<file path="src/rtl/fbg_pkg.sv">
package fbg_pkg;
   localparam logic [1:0] ACC_READ  = 2'b00;
   localparam logic [1:0] ACC_FETCH = 2'b01;
   localparam logic [1:0] ACC_WRITE = 2'b10;
   localparam logic [1:0] ACC_ERASE = 2'b11;

   typedef struct packed {
      logic       pol_en;
      logic       bank_sel;
      logic       init_seen;
   } fbg_state_t;
endpackage

</file>
<file path="src/rtl/fbg_cfg.sv">
module fbg_cfg #(
   parameter int unsigned KEY_W   = 8,
   parameter logic [KEY_W-1:0] KEY_VAL = 8'hCA
) (
   input  logic                  clk,
   input  logic                  rst_n,
   input  logic                  cfg_we,
   input  logic                  cfg_sel,
   input  logic [KEY_W:0]        cfg_wdata,
   input  logic                  init_done,
   output fbg_pkg::fbg_state_t   st
);
   localparam int unsigned VAL_BIT = KEY_W;

   logic pol_q, sel_q, init_q;
   logic key_ok, wr_pol, wr_sel;

   initial begin
      if (KEY_W < 1) $error("fbg_cfg: KEY_W must be at least 1");
   end

   assign key_ok = (cfg_wdata[KEY_W-1:0] == KEY_VAL);
   assign wr_pol = cfg_we && !init_q && !cfg_sel && key_ok;
   assign wr_sel = cfg_we && !init_q &&  cfg_sel;

   always_ff @(posedge clk) begin
      if (!rst_n) begin
         pol_q  <= 1'b0;
         sel_q  <= 1'b0;
         init_q <= 1'b0;
      end else begin
         if (wr_pol) pol_q <= cfg_wdata[VAL_BIT];
         if (wr_sel) sel_q <= cfg_wdata[VAL_BIT];
         if (init_done) init_q <= 1'b1;
      end
   end

   assign st.pol_en    = pol_q;
   assign st.bank_sel  = sel_q;
   assign st.init_seen = init_q;

   a_r8_init_sticky: assert property (@(posedge clk) disable iff (!rst_n)
      init_q |=> init_q);
   a_r8_cfg_frozen: assert property (@(posedge clk) disable iff (!rst_n)
      init_q |=> ($stable(pol_q) && $stable(sel_q)));
   a_r2_bad_key_ignored: assert property (@(posedge clk) disable iff (!rst_n)
      (cfg_we && !cfg_sel && (cfg_wdata[KEY_W-1:0] != KEY_VAL)) |=> $stable(pol_q));
endmodule

</file>
<file path="src/rtl/fbg_remap.sv">
module fbg_remap #(
   parameter int unsigned ADDR_W       = 16,
   parameter bit          SWAP_SUPPORT = 1'b1
) (
   input  logic [ADDR_W-1:0] laddr,
   input  logic              pol_en,
   input  logic              bank_sel,
   output logic              lbank,
   output logic [ADDR_W-1:0] paddr
);
   localparam int unsigned OFS_W = ADDR_W - 1;

   logic pbank;

   initial begin
      if (ADDR_W < 2) $error("fbg_remap: ADDR_W must be at least 2");
   end

   assign lbank = laddr[ADDR_W-1];

   generate
      if (SWAP_SUPPORT) begin : g_swap
         assign pbank = lbank ^ (pol_en & bank_sel);
      end else begin : g_fixed
         logic unused_cfg;
         assign unused_cfg = pol_en ^ bank_sel;
         assign pbank = lbank;
      end
   endgenerate

   assign paddr = {pbank, laddr[OFS_W-1:0]};
endmodule

</file>
<file path="src/rtl/fbg_perm.sv">
module fbg_perm
   import fbg_pkg::*;
(
   input  logic       run_phase,
   input  logic       lbank,
   input  logic [1:0] acc_type,
   output logic       grant
);
   logic exec_ok, store_ok;

   always_comb begin
      exec_ok  = (acc_type == ACC_READ) || (acc_type == ACC_FETCH);
      store_ok = (acc_type != ACC_FETCH);
      if (!run_phase)  grant = 1'b1;
      else if (!lbank) grant = exec_ok;
      else             grant = store_ok;
   end
endmodule

</file>
<file path="src/rtl/fbank_guard.sv">
module fbank_guard
   import fbg_pkg::*;
#(
   parameter int unsigned ADDR_W       = 16,
   parameter int unsigned KEY_W        = 8,
   parameter logic [KEY_W-1:0] KEY_VAL = 8'hCA,
   parameter bit          SWAP_SUPPORT = 1'b1
) (
   input  logic              clk,
   input  logic              rst_n,
   input  logic              cfg_we,
   input  logic              cfg_sel,
   input  logic [KEY_W:0]    cfg_wdata,
   input  logic              init_done,
   input  logic              req_valid,
   output logic              req_ready,
   input  logic [1:0]        req_type,
   input  logic [ADDR_W-1:0] req_addr,
   output logic              rsp_valid,
   output logic              rsp_grant,
   output logic              arr_valid,
   output logic [ADDR_W-1:0] arr_addr,
   output logic [1:0]        arr_type,
   output logic              viol_flag,
   output logic [ADDR_W-1:0] viol_addr,
   output logic [1:0]        viol_type
);
   fbg_state_t        st;
   logic              lbank, grant_c, accept, ready_q;
   logic [ADDR_W-1:0] paddr;

   initial begin
      if (ADDR_W < 2)  $error("fbank_guard: ADDR_W must be at least 2");
      if (KEY_W < 1)   $error("fbank_guard: KEY_W must be at least 1");
   end

   fbg_cfg #(.KEY_W(KEY_W), .KEY_VAL(KEY_VAL)) u_cfg (
      .clk(clk), .rst_n(rst_n), .cfg_we(cfg_we), .cfg_sel(cfg_sel),
      .cfg_wdata(cfg_wdata), .init_done(init_done), .st(st));

   fbg_remap #(.ADDR_W(ADDR_W), .SWAP_SUPPORT(SWAP_SUPPORT)) u_remap (
      .laddr(req_addr), .pol_en(st.pol_en), .bank_sel(st.bank_sel),
      .lbank(lbank), .paddr(paddr));

   fbg_perm u_perm (
      .run_phase(st.init_seen && st.pol_en), .lbank(lbank),
      .acc_type(req_type), .grant(grant_c));

   assign req_ready = ready_q;
   assign accept    = req_valid && ready_q;

   always_ff @(posedge clk) begin
      if (!rst_n) begin
         ready_q   <= 1'b0;
         rsp_valid <= 1'b0;
         rsp_grant <= 1'b0;
         arr_valid <= 1'b0;
         arr_addr  <= '0;
         arr_type  <= ACC_READ;
         viol_flag <= 1'b0;
         viol_addr <= '0;
         viol_type <= ACC_READ;
      end else begin
         ready_q   <= 1'b1;
         rsp_valid <= accept;
         rsp_grant <= accept && grant_c;
         arr_valid <= accept && grant_c;
         viol_flag <= accept && !grant_c;
         if (accept && grant_c) begin
            arr_addr <= paddr;
            arr_type <= req_type;
         end
         if (accept && !grant_c) begin
            viol_addr <= req_addr;
            viol_type <= req_type;
         end
      end
   end

   a_r9_no_forward_on_violation: assert property (@(posedge clk) disable iff (!rst_n)
      viol_flag |-> (!arr_valid && !rsp_grant && rsp_valid));
   a_r10_one_cycle_latency: assert property (@(posedge clk) disable iff (!rst_n)
      (req_valid && req_ready) |=> rsp_valid);
   a_r10_no_spurious_rsp: assert property (@(posedge clk) disable iff (!rst_n)
      !(req_valid && req_ready) |=> (!rsp_valid && !viol_flag && !arr_valid));
   a_r5_boot_all_granted: assert property (@(posedge clk) disable iff (!rst_n)
      (req_valid && req_ready && !st.init_seen) |=> rsp_grant);
   a_r6_exec_bank_no_store: assert property (@(posedge clk) disable iff (!rst_n)
      (req_valid && req_ready && st.init_seen && st.pol_en && !req_addr[ADDR_W-1]
       && req_type[1]) |=> viol_flag);
   a_r7_data_bank_no_fetch: assert property (@(posedge clk) disable iff (!rst_n)
      (req_valid && req_ready && st.init_seen && st.pol_en && req_addr[ADDR_W-1]
       && (req_type == ACC_FETCH)) |=> viol_flag);
endmodule

</file>
<file path="config.mk">
export PLATFORM = sky130hd
export DESIGN_NAME = fbank_guard
export DESIGN_NICKNAME = d
export VERILOG_FILES = /design/src/rtl/fbg_pkg.sv /design/src/rtl/fbg_cfg.sv /design/src/rtl/fbg_remap.sv /design/src/rtl/fbg_perm.sv /design/src/rtl/fbank_guard.sv
export SDC_FILE = /design/constraint.sdc
export NUM_CORES = 1
export LEC_CHECK = 0
export BUFFER_PORTS_ARGS = -buffer_cell sky130_fd_sc_hd__clkbuf_2
export CAP_MARGIN = 15
export CORE_AREA = 5 5 84 86
export DETAILED_ROUTE_END_ITERATION = 8
export DIE_AREA = 0 0 89 91
export MAX_ROUTING_LAYER = met4
export PLACE_DENSITY = 0.58
export SYNTH_ARGS = -nofsm -noshare
export SYNTH_HDL_FRONTEND = slang
export SYNTH_SLANG_ARGS = --single-unit
</file>
<file path="constraint.sdc">
create_clock -name clk -period 2.25 [get_ports clk]
set_input_delay 0.3375 -clock clk [delete_from_list [all_inputs] [get_ports clk]]
set_output_delay 0.3375 -clock clk [all_outputs]
set_load 0.01 [all_outputs]
</file>
After elaboration in Yosys (flattened, before gate mapping)

Index checks and enable logic that the tools add are counted.

Bits in registers: 43
Bits of input ports: 33
Output and inout bits: 41
Logic and storage cells: 32

Equality and inequality tests: 3
Mux-type cells: 3
Bitwise operators: 2
Reductions and logical operators: 13

Operators with widths:

| operator                                                                | number |
|---|---|
| 8-bit equality test, second input constant                              | 1 |
| 1-bit logical AND                                                       | 8 |
| 1-bit zero test                                                         | 3 |
| 1-bit 2-to-1 mux                                                        | 3 |
| 2-bit by 1-bit equality test with 1-bit output, second input constant   | 1 |
| 2-bit zero test                                                         | 1 |
| 2-bit by 1-bit inequality test with 1-bit output, second input constant | 1 |
| 1-bit AND                                                               | 1 |
| 1-bit logical OR                                                        | 1 |
| 1-bit bitwise XOR                                                       | 1 |

Logic depth before layout (Yosys ltp)

Depth after elaboration: 6
Mapped depth: 5
Gate-level depth less buffers: 3

Cells and area by module

A second synthesis with hierarchy kept.

Cell total of the unflattened synthesis: 204
Area total of the unflattened synthesis: 1903.1 um^2

By module, submodules not included:

| module      | instances | cells an instance | area an instance (um^2) | seq. area each (um^2) |
|---|---|---|---|---|
| fbank_guard | 1         | 165               | 1566.5                  | 800.8 |
| fbg_cfg     | 1         | 17                | 171.4                   | 60.1 |
| fbg_remap   | 1         | 19                | 140.1                   | 0.0 |
| fbg_perm    | 1         | 3                 | 25.0                    | 0.0 |

Worst setup path before layout

No wires, ideal clock.

Path type: reg2reg
From: register ready_q (netlist: req_ready)
To: register viol_addr[10]
Library setup time: 72 ps
Data arrival time: 1219 ps
Required time: 2178 ps
Setup slack: 959 ps
Cell stages (with the launch flop): 5
Buffers on the path: 1
Period minus slack after synthesis: 1291 ps
Path through: dfxtp_1 > nand4_2 > a21oi_4 > buf_8 > mux2i_1

Longest elaborated chain between the ends: 2

RTL lines:

| item                   | RTL line          | RTL |
|---|---|---|
| from (decl)            | fbank_guard.sv:29 | `logic lbank, grant_c, accept, ready_q;` |
| from (signal assigned) | fbank_guard.sv:54 | `ready_q <= 1'b0;` |
| from (signal assigned) | fbank_guard.sv:64 | `ready_q <= 1'b1;` |
| 1-bit logical AND      | fbank_guard.sv:50 | `assign accept = req_valid && ready_q;` |
| 1-bit logical AND      | fbank_guard.sv:73 | `if (accept && !grant_c) begin` |
| to (signal assigned)   | fbank_guard.sv:74 | `viol_addr <= req_addr;` |
| to (decl)              | fbank_guard.sv:25 | `output logic [ADDR_W-1:0] viol_addr,` |

No other way between the ends.
A chain may end at the register's enable or synchronous reset.

Final worst setup path

From: register u_cfg.init_q
To: register viol_addr[13]

Longest elaborated chain between the ends: 4

RTL lines:

| item                   | RTL line          | RTL |
|---|---|---|
| from (decl)            | fbg_cfg.sv:15     | `logic pol_q, sel_q, init_q;` |
| from (signal assigned) | fbg_cfg.sv:30     | `init_q <= 1'b0;` |
| from (signal assigned) | fbg_cfg.sv:34     | `if (init_done) init_q <= 1'b1;` |
| 1-bit logical AND      | fbank_guard.sv:46 | `.run_phase(st.init_seen && st.pol_en), .lbank(lbank),` |
| 1-bit 2-to-1 mux       | fbg_perm.sv:14    | `if (!run_phase) grant = 1'b1;` |
| 1-bit zero test        | fbank_guard.sv:73 |  |
| 1-bit logical AND      | fbank_guard.sv:73 |  |

No other way between the ends.

==> flow_metrics.py <==
metrics = {
    "routing": {
        "drt_iter0_markers": 53,
        "wl_per_cell_um": 11.9,
        "vias": 1420,
        "drtAntennaViolNets": 0,
        "drt_wl_total_mm": 3.83,
        "via_per_inst": 4.40,
        "remaining_drc_errors": 0,
        "drt_first_pass_iters": 4,
    },
    "clock_network": {
        "clock-root-buffer": "clkbuf_8",
        "cts_resized": 0,
        "cts_buffers": 5,
        "cts_setup_buffers": 0,
        "hold_buffers": 0,
        "clkLatencyLatePin_ns": 0.29,
        "clockBufferDepth": 2,
        "cts_tree": "built",
        "cts.htree.levels": 2,
        "cts_sinks": 43,
        "clkTransAtPathRegs_ns": 0.08,
    },
    "global_routing": {
        "antenna_found_initial": 0,
        "grt_pass1_vias": 1288,
        "grt_pass1_wl_mm": 6.11,
        "grt_max_degree": 43,
        "track_usage_pct": 9.80,
        "grt-ovfl-total": 0,
    },
    "setup_path": {
        "crit_arrival_ns": 1.60,
        "crit_path_max_fanout": 16,
        "reg2reg_from": "u_cfg.init_q",
        "worstRegToRegCells": 4,
        "r2r_end": "viol_addr[13]",
        "critPathCaptureType": "register",
        "startpoint": "u_cfg.init_q",
        "required_ns": 2.46,
        "crit_type": "register to register",
        "r2r_setup_slack_ns": 0.87,
        "crit_path_end": "viol_addr[13]",
        "start_kind": "register",
    },
    "power": {
        "power_frac_comb_pct": 8.2,
        "design_power_total_w": 0.00162,
        "power_leakage_nw": 1.10,
        "swShare_pct": 20.8,
        "clock_power_share_pct": 42.9,
        "p_per_area_nw_per_um2": 713,
        "peakVddDrop_mv": 0.245,
        "switching_power_w": 0.000338,
        "power.share.sequential_pct": 48.9,
        "p_int_w": 0.00129,
    },
    "floorplan": {
        "fp.dieH_um": 91,
        "die_w_um": 89,
        "floorplan.initialDensity_pct": 28.1,
        "placementRows": 29,
        "core_region_area_sq_um": 6200,
        "io_pins": 74,
        "die_area_sq_um": 8100,
    },
    "finish": {
        "drive_gt1_share_pct": 36.6,
        "nFillCells": 636,
        "antennaDiodeCount": 0,
        "final_common_cell": "clkbuf_2",
        "fin_nets": 278,
        "final_cell_mix": "clkbuf_2, nand2_1, dfxtp_1, mux2i_1, clkbuf_8",
        "area_delta_synth_final_pct": 30.8,
    },
    "timing": {
        "final_max_slew_viol_count": 0,
        "setup_viol": 0,
        "fin_crit_ns": 1.38,
        "fin_crit_sh_pct": 61.4,
        "hold_slack_ns": 0.242,
        "slew_headroom_pct": 50.3,
        "tns_ns": 0,
        "worst_pin_slew_ns": 0.745,
        "hold_viol": 0,
        "finClkSkew_ns": 0.00531,
        "rsz0062_at_grt": "false",
        "fmax_ghz": 0.724,
    },
    "synth": {
        "avgSynthCellArea_sq_um": 10.1,
        "synth_cell_types": 31,
        "syn_nets": 205,
        "ys_seq_area_share_pct": 49.4,
        "ys_ff_latch": 43,
        "syn-cell-area_sq_um": 1740,
        "syn_inst": 172,
        "synth_warnings": 0,
    },
    "worst_hold_path": {
        "worstHoldPathType": "primary input to register",
    },
    "place": {
        "dpl.hpwl_mm": 2.87,
        "gp_congestion": 0.713,
        "port_buffers": 73,
    },
    "flow_run": {
        "timing.max_cap.violations": 0,
    },
    "run_status": {
        "outcome": "finished, final reports clean",
    },
}
[stage by stage]
stage	std cells	cell area (sq um)	util [%]	setup WS [ns]
after floorplan	172	1740	-	0.959
after global placement	315	2150	34.6	0.721
after detailed placement	315	2150	34.6	0.697
after CTS	323	2280	36.7	0.835
after global routing	323	2280	36.7	0.733
final	323	2280	36.7	0.869
[power by group through the flow]
| stage | clock network [W] | registers [W] | logic (W) |
|---|---|---|---|
| after CTS | 0.000728 | 0.000794 | 0.000137 |
| after global routing | 0.000757 | 0.000797 | 0.000149 |
| final | 0.000698 | 0.000794 | 0.000133 |
| after global placement | 0 | 0.000812 | 0.000135 |
| after floorplan | 0 | 0.000819 | 0.0000701 |
| after detailed placement | 0 | 0.000812 | 0.000136 |
[area by class of cell]
| type | instances | area, sq um | area share, % |
|---|---|---|---|
| clock inverter | 2 | 60.1 | 2.63 |
| multi-input combinational | 118 | 795 | 34.9 |
| clock buffer | 6 | 72.6 | 3.18 |
| sequential | 43 | 861 | 37.8 |
| timing repair buffer | 77 | 395 | 17.3 |
| tap | 77 | 96.3 | 4.23 |
[worst max-delay path, stage by stage (launching register included)]
cell     delay [ns]
dfxtp_1        0.42
nand4_2        0.20
a21oi_4        0.15
buf_4          0.31
mux2i_1        0.22
[per-layer routing]
layer	vias to the layer above	routed length (um)	GRT usage, %	part of all wire (%)
met4	0	54	2.98	1.4
met1	646	1750	12.3	46
met3	6	284	3.62	7.4
li1	728	-	-	-
met2	40	1750	14.7	46
met5	-	0	-	0
[worst min-delay path by stage]
stage / from / endpoint / depth (start not counted)
after global placement: viol_addr[10] / viol_addr[10] / 2
after detailed placement: viol_addr[10] / viol_addr[10] / 2
after global routing: init_done / u_cfg.init_q / 2
final: init_done / u_cfg.init_q / 2
after CTS: init_done / u_cfg.init_q / 2
after floorplan: rst_n / req_ready / 0
[synthesized netlist by cell type (all sizes together)]
library cell | count | area [sq um]
nand3 | 1 | 5.00
o21ai | 1 | 5.00
and3 | 1 | 6.26
buf | 8 | 76.3
nand2 | 56 | 210
clkbuf | 3 | 11.3
nand4 | 1 | 12.5
o2111ai | 1 | 15.0
nor2 | 1 | 3.75
mux2i | 36 | 360
o21bai | 1 | 7.51
nand3b | 2 | 27.5
a21oi | 2 | 21.3
nand2b | 1 | 6.26
nand4b | 1 | 8.76
nor4bb | 2 | 20.0
and3b | 1 | 10.0
a21boi | 1 | 7.51
o21a | 2 | 15.0
nor3b | 1 | 7.51
nor2b | 3 | 18.8
o221a | 1 | 11.3
dfxtp | 43 | 861
and2 | 1 | 6.26
o2bb2ai | 1 | 8.76
[cell families (layout without fill, tap and decap cells)]
logic type	count (synthesis)	after routing	synth area share, %
compound gates	10	10	5.24
flops	43	43	49.4
simple gates	72	72	19.7
buf+inv	11	85	5.02
mux	36	36	20.7
[state kept, by name, indices dropped and copies added, names as in the netlist]
register and flops:
u_cfg.pol_q 1, viol_addr 16, arr_type 2, req_ready 1
arr_valid 1, rsp_valid 1, u_cfg.sel_q 1, arr_addr 16
viol_flag 1, u_cfg.init_q 1, viol_type 2
(Power assumes the default switching activity.)
